File: src/rtl/pmpc_pkg.sv
package pmpc_pkg;

    typedef enum logic [1:0] {
        AM_OFF   = 2'd0,
        AM_TOR   = 2'd1,
        AM_NA4   = 2'd2,
        AM_NAPOT = 2'd3
    } amode_e;

    typedef enum logic [1:0] {
        ACC_READ  = 2'd0,
        ACC_WRITE = 2'd1,
        ACC_EXEC  = 2'd2,
        ACC_RSVD  = 2'd3
    } acc_e;

    localparam logic [1:0] PRIV_U = 2'd0;
    localparam logic [1:0] PRIV_S = 2'd1;
    localparam logic [1:0] PRIV_M = 2'd3;

    // bit 7 lock, 6:5 unused, 4:3 mode, 2 x, 1 w, 0 r
    typedef struct packed {
        logic       lock;
        logic [1:0] rsvd;
        amode_e     mode;
        logic       px;
        logic       pw;
        logic       pr;
    } cfg_t;

    // inclusive byte range
    typedef struct packed {
        logic        valid;
        logic [31:0] lo;
        logic [31:0] hi;
    } range_t;

endpackage

File: src/rtl/pmpc_region_decode.sv
module pmpc_region_decode
    import pmpc_pkg::*;
(
    input  amode_e      mode,
    input  logic [31:0] own_reg,
    input  logic [31:0] prev_reg,
    output range_t      rng
);
    logic [31:0] own_sh;
    logic [31:0] prev_sh;
    logic [31:0] napot_x;
    logic [31:0] napot_mask;

    assign own_sh     = {own_reg[29:0], 2'b00};
    assign prev_sh    = {prev_reg[29:0], 2'b00};
    // trailing ones plus the first zero above them form the size mask;
    // an all-ones value wraps to zero and the mask becomes all ones
    assign napot_x    = own_sh | 32'd3;
    assign napot_mask = napot_x ^ (napot_x + 32'd1);

    always_comb begin
        rng = '0;
        unique case (mode)
            AM_OFF: begin
                rng.valid = 1'b0;
            end
            AM_TOR: begin
                if (prev_sh < own_sh) begin
                    rng.valid = 1'b1;
                    rng.lo    = prev_sh;
                    rng.hi    = own_sh - 32'd1;
                end
            end
            AM_NA4: begin
                rng.valid = 1'b1;
                rng.lo    = own_sh;
                rng.hi    = own_sh | 32'd3;
            end
            AM_NAPOT: begin
                rng.valid = 1'b1;
                rng.lo    = napot_x & ~napot_mask;
                rng.hi    = napot_x | napot_mask;
            end
            default: rng = '0;
        endcase
    end
endmodule

File: config.mk
export PLATFORM = sky130hd
export DESIGN_NAME = pmpc_region_decode
export DESIGN_NICKNAME = d
export VERILOG_FILES = /design/src/rtl/pmpc_pkg.sv /design/src/rtl/pmpc_region_decode.sv
export SDC_FILE = /design/constraint.sdc
export NUM_CORES = 1
export LEC_CHECK = 0
export BUFFER_PORTS_ARGS = -buffer_cell sky130_fd_sc_hd__clkbuf_2
export CAP_MARGIN = 20
export CELL_PAD_IN_SITES_DETAIL_PLACEMENT = 1
export CELL_PAD_IN_SITES_GLOBAL_PLACEMENT = 1
export CORE_MARGIN = 4
export CORE_UTILIZATION = 34
export DETAILED_ROUTE_END_ITERATION = 12
export PLACE_DENSITY = 0.92
export SYNTH_ARGS = -nofsm -noshare
export SYNTH_HDL_FRONTEND = slang
export SYNTH_SLANG_ARGS = --single-unit
File: constraint.sdc
create_clock -name vclk -period 6
set_clock_uncertainty 0.1 [all_clocks]
set_input_delay 0.3 -clock vclk [all_inputs]
set_output_delay 0.3 -clock vclk [all_outputs]
set_load 0.005 [all_outputs]
==> results by group <==
Floorplan
  • Initial cell density of the core: 35.4%
  • Die Ht: 92.8 µm
  • FP Rows: 30
  • Die ar.: 0.00861 mm²
  • Die X: 92.8 µm
  • Core area: 0.00691 mm²
  • Ports: 131

Yosys
  • Cell variety after synth: 49
  • Cells after synthesis: 369
  • Post-synthesis sequential area ratio: 0%
  • Yosys warnings: 0
  • Top cells by area, synth: ha_1 (17%), xnor2_1 (9.0%), a32o_1 (8.2%)
  • Yosys top cell area share: 16.9%
  • Leading area contributor after synthesis: ha_1
  • Synthesized area per cell: 6.63 µm²
  • Cell Area, Synth: 0.00244 mm²

Critical path
  • Startpoint types: input pin
  • CP Capture Point: rng[22]
  • Cells along the critical path: clkbuf_2, inv_1, ha_1, a211o_1, a21oi_1, o21ai_0, a2111oi_0, dlymetal6s2s_1, o21ai_2, buf_4, o21ai_0, clkbuf_2
  • Crit end category: output port
  • Slowest stage cell on the critical path: a2111oi_0
  • CP max stage delay: 0.52 ns
  • Critical Path AT: 3.24 ns
  • Critical Path Start: own_reg[3]
  • Setup CP Type: in -> out
  • Worst EP required: 5.60 ns
  • Max FO, Critical Path: 16

Timing
  • Fin Setup TNS: 0 ns
  • RSZ-0062 raised after global routing: no
  • Hold_ws: 0.798 ns
  • Tightest Pin Transition: 0.836 ns
  • Post-route minimum period: 3.64 ns
  • Final Worst Setup Slack: 2.36 ns
  • Fmax: 275 MHz
  • Hold Violations, Final: 0
  • Slew Limit Fails: 0
  • Final worst path period share: 60.7%
  • Final setup viols: 0
  • Rel. slew slack: 44.3%

Layout
  • Highest-count cells in the layout ignoring fill and taps: clkbuf_2 (125), nand2_1 (33), ha_1 (33)
  • Reg area: 0 µm²
  • Fin area: 0.00311 mm²
  • CLK BUF: 0
  • Share of post-route cells with drive strength above 1: 30.5%
  • Post-route insts no fill: 565
  • # diodes: 0
  • Flip-flop and latch count: 0
  • Layout area overhead: 27.2%
  • Final net count: 570
  • Commonest non-fill, non-tap cell in the layout: clkbuf_2

Min path
  • Hold WC Path Type: in -> out

Route
  • Drt total wl: 10,100 µm
  • DRC Markers: 0
  • Initial DRC Count: 98
  • Via count: 3,250
  • DRT antenna net count: 0
  • Avg WL per Cell: 17.9 µm
  • Vias per inst: 5.75
  • Drt first pass iters: 4

Clock network
  • Post-CTS Resized: 0
  • Post-CTS Hold Buffers: 0
  • Post-CTS setup buffer count: 0

Placed design
  • Post-DP Area: 0.00307 mm²
  • Post-Place Worst Slack: 2.06 ns
  • Dpl hpwl: 8160 µm
  • Final Wtd Congestion: 0.957
  • Placed Cells: 563
  • Port-buffer cells: 125

Global routing
  • Vias in the first global route: 3,376
  • Largest net degree at the start of global routing: 39
  • Initial antenna violation count: 0
  • GRT Overall Usage: 22.5%
  • Overflow after GRT: 0
  • First-pass GRT wire length: 16,300 µm

Run status
  • Status: complete, no violations

Power
  • Leakage: 1.45 nW
  • P per Cell Area: 67.8 mW/mm²
  • Maximum VDD drop: 29.2 µV

Flow run
  • Max-cap check violation count: 0
## report_power, final
part | total [mW] | internal, mW | switching [mW]
clock | 0 | 0 | 0
sequential | 0 | 0 | 0
combinational | 0.211 | 0.0898 | 0.121
total | 0.211 | 0.0898 | 0.121
## through the flow
stage,power [mW],utilization (%)
after CTS,0.207,44.5
after global placement,0.196,44.5
after global routing,0.234,45.0
after floorplan,0.115,-
after detailed placement,0.206,44.5
final,0.211,45.0
## cell families (layout without fill, tap and decap cells)
group           after synthesis  count (layout)  synth area share (%)
other cells                   1               2                 0.153
xor+xnor                     25              25                  8.96
mux                           1               1                 0.409
buf+inv                      61             160                  10.6
simple gates                135             135                  31.2
compound gates              113             113                  31.8
fa+ha+maj                    33              33                  16.9
## critical path, delay by kind of cell
| kind | cells | cell delay [ns] |
|---|---|---|
| compound gates | 6 | 1.57 |
| fa+ha+maj | 1 | 0.33 |
| buf+inv | 5 | 1.02 |
## worst min path at each step
stage / startpoint / end / slack, ns / cells past startpoint
floorplan: own_reg[0] / rng[2] / 0.58 / 1
global placement: prev_reg[21] / rng[55] / 0.80 / 4
detailed placement: prev_reg[21] / rng[55] / 0.80 / 4
CTS: prev_reg[21] / rng[55] / 0.80 / 4
global route: prev_reg[25] / rng[59] / 0.83 / 4
finish: prev_reg[25] / rng[59] / 0.80 / 4
## synth_stat cells (all sizes together), types with 2 or more instances
cell type  number
a211o           3
a21o           12
a21oi          15
a32o           20
and2            2
and3            3
buf            11
clkbuf         19
ha             33
inv            31
nand2          33
nand2b          2
nand3          21
nand4          13
nor2           23
nor3           13
nor4           10
o21a            3
o21ai          38
o221ai          3
o22ai           5
o31ai           9
or2             3
or3             5
or4             4
xnor2          25
## layer usage
layer / up-vias / part of all wire, % / track usage (%)
li1: 1566 / - / -
met1: 1558 / 44 / 29.5
met2: 106 / 49 / 40.0
met3: 20 / 4.4 / 1.62
met4: 0 / 1.8 / 4.76
met5: - / 0 / 0
## cell type report
cell class | instances | area (µm²)
Fill cell | 988 | 3800
Inverter | 31 | 116
Multi-Input combinational cell | 309 | 2190
Tap cell | 96 | 120
Timing Repair Buffer | 129 | 681
(Power assumes the default switching activity.)
